$ cat src/rtl/psrx_pkg.sv
package psrx_pkg;

   typedef enum logic [1:0] {
      MODE_USR = 2'b00,
      MODE_FIQ = 2'b01,
      MODE_IRQ = 2'b10,
      MODE_SVC = 2'b11
   } cpu_mode_e;

   // kind value times four is the vector address
   typedef enum logic [2:0] {
      EX_RESET = 3'd0,
      EX_UNDEF = 3'd1,
      EX_SWI   = 3'd2,
      EX_PABT  = 3'd3,
      EX_DABT  = 3'd4,
      EX_ADDR  = 3'd5,
      EX_IRQ   = 3'd6,
      EX_FIQ   = 3'd7
   } exc_kind_e;

   typedef struct packed {
      logic      n;
      logic      z;
      logic      c;
      logic      v;
      logic      i;
      logic      f;
      cpu_mode_e mode;
   } psr_t;

   localparam int REQ_W = 6;

   function automatic cpu_mode_e entry_mode(exc_kind_e k);
      case (k)
         EX_IRQ:  return MODE_IRQ;
         EX_FIQ:  return MODE_FIQ;
         default: return MODE_SVC;
      endcase
   endfunction

   // return offset in words: one word for the interrupt and abort kinds
   function automatic logic link_adds_word(exc_kind_e k);
      case (k)
         EX_FIQ, EX_IRQ, EX_ADDR, EX_DABT, EX_PABT: return 1'b1;
         default:                                   return 1'b0;
      endcase
   endfunction

   function automatic logic entry_sets_f(exc_kind_e k);
      return (k == EX_RESET) || (k == EX_FIQ);
   endfunction

endpackage

$ cat src/rtl/psrx_cond_eval.sv
module psrx_cond_eval
   import psrx_pkg::*;
(
   input  psr_t       flags,
   input  logic [3:0] sel,
   output logic       pass
);

   logic hi_c, lt_c, le_c, base;

   always_comb begin
      hi_c = flags.c & ~flags.z;
      lt_c = flags.n ^ flags.v;
      le_c = flags.z | lt_c;
      case (sel[3:1])
         3'd0:    base = flags.z;
         3'd1:    base = flags.c;
         3'd2:    base = flags.n;
         3'd3:    base = flags.v;
         3'd4:    base = hi_c;
         3'd5:    base = ~lt_c;
         3'd6:    base = ~le_c;
         default: base = 1'b1;
      endcase
      // odd codes invert the even partner
      pass = base ^ sel[0];
   end

endmodule

$ cat src/rtl/psrx_exc_arbiter.sv
module psrx_exc_arbiter
   import psrx_pkg::*;
#(
   parameter bit UNDEF_FIRST = 1'b1
) (
   input  logic [REQ_W-1:0] req,
   input  logic             irq_lvl,
   input  logic             fiq_lvl,
   input  logic             i_mask,
   input  logic             f_mask,
   output logic             take,
   output exc_kind_e        kind
);

   localparam int NSLOT = 8;
   localparam exc_kind_e SLOT6 = UNDEF_FIRST ? EX_UNDEF : EX_SWI;
   localparam exc_kind_e SLOT7 = UNDEF_FIRST ? EX_SWI : EX_UNDEF;

   logic [NSLOT-1:0] cand;

   assign cand[0] = req[0];
   assign cand[1] = req[4];
   assign cand[2] = req[5];
   assign cand[3] = fiq_lvl & ~f_mask;
   assign cand[4] = irq_lvl & ~i_mask;
   assign cand[5] = req[3];

   generate
      if (UNDEF_FIRST) begin : g_undef_first
         assign cand[6] = req[1];
         assign cand[7] = req[2];
      end else begin : g_swi_first
         assign cand[6] = req[2];
         assign cand[7] = req[1];
      end
   endgenerate

   function automatic exc_kind_e slot_kind(int s);
      case (s)
         0:       return EX_RESET;
         1:       return EX_DABT;
         2:       return EX_ADDR;
         3:       return EX_FIQ;
         4:       return EX_IRQ;
         5:       return EX_PABT;
         6:       return SLOT6;
         default: return SLOT7;
      endcase
   endfunction

   always_comb begin
      take = 1'b0;
      kind = EX_RESET;
      for (int s = NSLOT - 1; s >= 0; s--) begin
         if (cand[s]) begin
            take = 1'b1;
            kind = slot_kind(s);
         end
      end
   end

endmodule

$ cat src/rtl/psrx_state.sv
module psrx_state
   import psrx_pkg::*;
#(
   parameter int ADDR_W = 26,
   localparam int PC_W  = ADDR_W - 2
) (
   input  logic            clk,
   input  logic            rst_n,
   input  logic            pc_we,
   input  logic [31:0]     pc_wdata,
   input  logic            st_we,
   input  logic [31:0]     st_wdata,
   input  logic            take,
   input  exc_kind_e       kind,
   output psr_t            psr,
   output logic [PC_W-1:0] pc_q
);

   always_ff @(posedge clk) begin
      if (!rst_n) begin
         psr  <= '{n: 1'b0, z: 1'b1, c: 1'b0, v: 1'b0,
                   i: 1'b1, f: 1'b1, mode: MODE_SVC};
         pc_q <= '0;
      end else if (take) begin
         pc_q     <= PC_W'(kind);
         psr.mode <= entry_mode(kind);
         psr.i    <= 1'b1;
         if (entry_sets_f(kind)) psr.f <= 1'b1;
      end else begin
         if (pc_we) pc_q <= pc_wdata[ADDR_W-1:2];
         if (st_we) begin
            psr.n <= st_wdata[31];
            psr.z <= st_wdata[30];
            psr.c <= st_wdata[29];
            psr.v <= st_wdata[28];
            if (psr.mode != MODE_USR) begin
               psr.i    <= st_wdata[27];
               psr.f    <= st_wdata[26];
               psr.mode <= cpu_mode_e'(st_wdata[1:0]);
            end
         end
      end
   end

endmodule

$ cat src/rtl/psrx_status_unit.sv
module psrx_status_unit
   import psrx_pkg::*;
#(
   parameter int ADDR_W      = 26,
   parameter bit UNDEF_FIRST = 1'b1
) (
   input  logic             clk,
   input  logic             rst_n,
   input  logic             pc_wr_en,
   input  logic [31:0]      pc_wr_data,
   input  logic             st_wr_en,
   input  logic [31:0]      st_wr_data,
   input  logic [3:0]       cond_sel,
   input  logic [REQ_W-1:0] exc_req,
   input  logic             irq_lvl,
   input  logic             fiq_lvl,
   output logic [31:0]      pc_psr,
   output logic             cond_pass,
   output logic             lr_we,
   output logic [1:0]       lr_mode,
   output logic [31:0]      lr_data
);

   localparam int PC_W = ADDR_W - 2;

   generate
      if (ADDR_W < 5 || ADDR_W > 26) begin : g_bad_width
         $error("psrx_status_unit: ADDR_W must lie in 5..26");
      end
   endgenerate

   psr_t            psr;
   logic [PC_W-1:0] pc_q;
   logic [PC_W-1:0] pc_link;
   logic            take;
   exc_kind_e       kind;

   psrx_exc_arbiter #(.UNDEF_FIRST(UNDEF_FIRST)) u_arb (
      .req     (exc_req),
      .irq_lvl (irq_lvl),
      .fiq_lvl (fiq_lvl),
      .i_mask  (psr.i),
      .f_mask  (psr.f),
      .take    (take),
      .kind    (kind)
   );

   psrx_state #(.ADDR_W(ADDR_W)) u_state (
      .clk      (clk),
      .rst_n    (rst_n),
      .pc_we    (pc_wr_en),
      .pc_wdata (pc_wr_data),
      .st_we    (st_wr_en),
      .st_wdata (st_wr_data),
      .take     (take),
      .kind     (kind),
      .psr      (psr),
      .pc_q     (pc_q)
   );

   psrx_cond_eval u_cond (
      .flags (psr),
      .sel   (cond_sel),
      .pass  (cond_pass)
   );

   // wrap within PC_W bits is the address mask
   assign pc_link = pc_q + PC_W'(link_adds_word(kind));

   assign pc_psr  = {psr.n, psr.z, psr.c, psr.v, psr.i, psr.f,
                     24'(pc_q), psr.mode};
   assign lr_data = {psr.n, psr.z, psr.c, psr.v, psr.i, psr.f,
                     24'(pc_link), psr.mode};
   assign lr_we   = take;
   assign lr_mode = entry_mode(kind);

endmodule

$ cat config.mk
export PLATFORM = sky130hd
export DESIGN_NAME = psrx_status_unit
export DESIGN_NICKNAME = d
export VERILOG_FILES = /design/src/rtl/psrx_pkg.sv /design/src/rtl/psrx_cond_eval.sv /design/src/rtl/psrx_exc_arbiter.sv /design/src/rtl/psrx_state.sv /design/src/rtl/psrx_status_unit.sv
export SDC_FILE = /design/constraint.sdc
export NUM_CORES = 1
export LEC_CHECK = 0
export BUFFER_PORTS_ARGS = -buffer_cell sky130_fd_sc_hd__clkbuf_2
export CAP_MARGIN = 20
export CORE_MARGIN = 3
export CORE_UTILIZATION = 40
export DETAILED_ROUTE_END_ITERATION = 12
export GPL_ROUTABILITY_DRIVEN = 1
export GPL_TIMING_DRIVEN = 1
export HOLD_SLACK_MARGIN = 0.05
export PLACE_DENSITY = 0.79
export SETUP_SLACK_MARGIN = 0.2
export SYNTH_ARGS = -nofsm -noshare
export SYNTH_HDL_FRONTEND = slang
export SYNTH_SLANG_ARGS = --single-unit
$ cat constraint.sdc
create_clock -name clk -period 4.1 [get_ports clk]
set_clock_uncertainty 0.05 [all_clocks]
set_input_delay 0.615 -clock clk [delete_from_list [all_inputs] [get_ports clk]]
set_output_delay 0.615 -clock clk [all_outputs]
set_load 0.02 [all_outputs]
==> results by group <==
Yosys
  • Ys async rst share: 0%
  • Avg Cell Area, Syn: between 8 and 9 sq um
  • Mux contribution to synthesized area: 14.34%
  • Netlist Area Pre-Place: 1981 sq um
  • Post-Syn Instances: around 230
  • Biggest area consumer among synthesized cells: dfxtp_1
  • Post-Syn Nets: around 310
  • Post-synth EDFFs: 0
  • Main synth FF type: dfxtp_1
  • Register area share after synthesis: roughly a third
  • FF+latch count, synth: 32
  • Distinct cells, synth: 43
  • Largest family of logic cells by synthesized area: simple AND/OR/NAND/NOR gates
  • Synth Area in Compound Gates: under 10%
  • Simple-gate share of the synthesized area: 25.39%
  • Synth top area share: between 30 and 40%
  • Synth top area cells: dfxtp_1, mux2i_1, xnor2_1
  • Post-Synth Adder-Cell Area: ~1.9%
  • Synth warn: 0
  • XOR/XNOR Fraction of Synth Area: between 10% and 20%

Clock tree
  • Clock transition at path regs: 60 ps
  • Longest Clk Path Bufs: 2
  • CTS tree: done
  • CTS Hold Bufs: 0
  • Clk Latency, worst-skew pair: 270 ps
  • CTS Buf Count: 5
  • Root Driver: clkbuf_8
  • Htree depth: 2
  • Clock tree sinks: 32

Critical path
  • Worst setup SP type: primary input
  • WP data arrival: about 3000 ps
  • CP required: around 3400 ps
  • Largest fanout on the critical path: 6
  • Crit path kind: in2out
  • Setup crit end kind: primary output

Power
  • Switching power: roughly 0.00016 W
  • Pwr Density: around 240 nW/um^2
  • Flop pwr share: around 50%
  • Power Internal: approximately 0.00049 W
  • LEAKAGE: 1.311 nW
  • Clock share of power: 38.1%
  • Sw frac: 24.24%
  • VDD IR max: about 0.00018 V
  • Combinational power share: 12.7%

Floorplan
  • Rows: 24
  • Die H: 76.37 um
  • Die area: between 5000 and 6000 sq um
  • Die span in x: 76.37 um
  • Initial Utilization: 43.39%
  • Core Area: between 4000 and 5000 sq um
  • I/O pin count: about 150

STA
  • Slew Viols, Final: 0
  • Tmin final: around 3700 ps
  • Setup Viol. Count Final: 0
  • Worst hold slack: ~470 ps
  • Fin crit share: approximately 90%
  • Max_slew headroom: 39.78%
  • Fmax: roughly 270 MHz
  • Setup_tns: 0 ps
  • Final Hold Vio Count: 0
  • Final WS setup: about 400 ps
  • Unrepaired setup endpoints after global routing: no
  • Least-Margin Pin Slew: roughly 900 ps

Placement
  • DP HPWL: between 3000 and 4000 um
  • I/O Buffers: around 120
  • Routability cong.: around 0.77
  • Worst slack, placed: 170.6 ps

Min path
  • Hold Path Class: reg2reg

Cells and area
  • Commonest cells after routing, fill and taps aside: clkbuf_2, nor2_1, dfxtp_1, mux2i_1, nand2_1
  • P&R area growth vs syn: 32.91%
  • Fin nets: ~420
  • Commonest non-fill, non-tap cell in the layout: clkbuf_2
  • Share of layout cells above drive strength 1: between 40% and 50%
  • Antenna fix cells: 0

Detailed routing
  • Initial DRC count: between 50 and 60
  • Routed WL per cell: approximately 13 um
  • Vias: approximately 2000
  • Routed WL: approximately 5100 um
  • First-pass DRT Iterations: 4
  • DRC viols: 0
  • Vias per cell: between 4 and 5
  • Antenna Nets Post-Route: 0

GRT
  • Vias in the first global route: between 1500 and 2000
  • Grt total ovfl: 0
  • Total GRT Usage: between 10% and 20%
  • Largest net degree at the start of global routing: 26
  • Initial antenna violation count: 0
  • First-pass GRT wire length: roughly 8600 um

Run
  • Max Cap Viol: 0

Outcome
  • Status: completed
area by class of cell:
class	count	area (sq um)
fill	437	1932
sequential	32	640.6
timing repair buffer	115	575.6
clock inverter	2	10.01
inverter	6	22.52
clock buffer	6	82.58
tap	65	81.33
multi-input combinational	173	1220
synthesized netlist by cell type (3+ instances only):
cell type / number
a21oi_1: 4
and2_1: 6
and4_1: 3
buf_2: 5
buf_4: 11
dfxtp_1: 32
ha_1: 3
inv_1: 6
mux2i_1: 25
nand2_1: 19
nand3_1: 8
nand4_1: 7
nor2_1: 33
nor2b_1: 3
o21ai_0: 4
xnor2_1: 15
xor2_1: 10
timing repair:
item	CTS	global route
endpoints found under the hold margin	0	0
gates resized for setup	1	3
setup endpoints to repair	6	10
buffers inserted	0	0
gates cloned	0	0
pin swaps	0	1
routing by layer:
metal  GRT usage, %  vias up  part of all wire, %
li1               -     1000                    -
met1          21.31      898                   44
met2          30.14       74                   49
met3          4.610        2                  6.4
met4          4.891        0                 0.47
met5              0        -                    0
stage by stage:
stage	total power [W]	std cells	utilization (%)	instance area, sq um
2_1_floorplan	0.0003671	229	-	1981
3_5_place_dp	0.0004038	391	55.26	2522
4_1_cts	0.0006513	399	57.43	2621
3_3_place_gp	0.0004028	391	55.26	2522
6_report	0.0006416	399	57.68	2633
5_1_grt	0.0006754	399	57.68	2633
registers in the layout (all words and copies together) (netlist names):
name,flops
u_state.pc_q,24
u_state.psr,8
worst paths after layout:
kind,cells past startpoint,slack [ps],endpoint,from
setup reg to reg,4,1980,u_state.psr[3]$_SDFFE_PP1P_,u_state.psr[2]$_SDFFE_PN1P_
setup / recovery,12,400,lr_data[16],irq_lvl
hold reg to reg,2,470,u_state.psr[5]$_SDFFE_PN0P_,u_state.psr[5]$_SDFFE_PN0P_
hold / removal,2,470,u_state.psr[5]$_SDFFE_PN0P_,u_state.psr[5]$_SDFFE_PN0P_
cells by family after synthesis:
logic type | Yosys count
flops | 32
xor+xnor | 25
fa+ha+maj | 3
compound gates | 23
buf+inv | 24
simple gates | 95
mux | 27
power by group through the flow:
| stage | registers, W | clock network [W] | logic, W |
|---|---|---|---|
| 6_report | 0.000315 | 0.000244 | 0.0000818 |
| 4_1_cts | 0.000315 | 0.000254 | 0.0000819 |
| 5_1_grt | 0.000316 | 0.000269 | 0.0000912 |
| 3_3_place_gp | 0.000322 | 0 | 0.0000806 |
| 2_1_floorplan | 0.000324 | 0 | 0.0000430 |
| 3_5_place_dp | 0.000322 | 0 | 0.0000815 |
worst max-delay path: stages:
cell and delay [ps]:
clkbuf_2 70, nor2b_1 170, o21bai_1 190, a2111o_1 440
a21oi_2 170, ha_1 180, ha_1 220, nand3_2 180
nor3_4 280, nand4_1 160, xnor2_1 170, clkbuf_2 190
No activity file was read; power rests on OpenSTA's default activity.
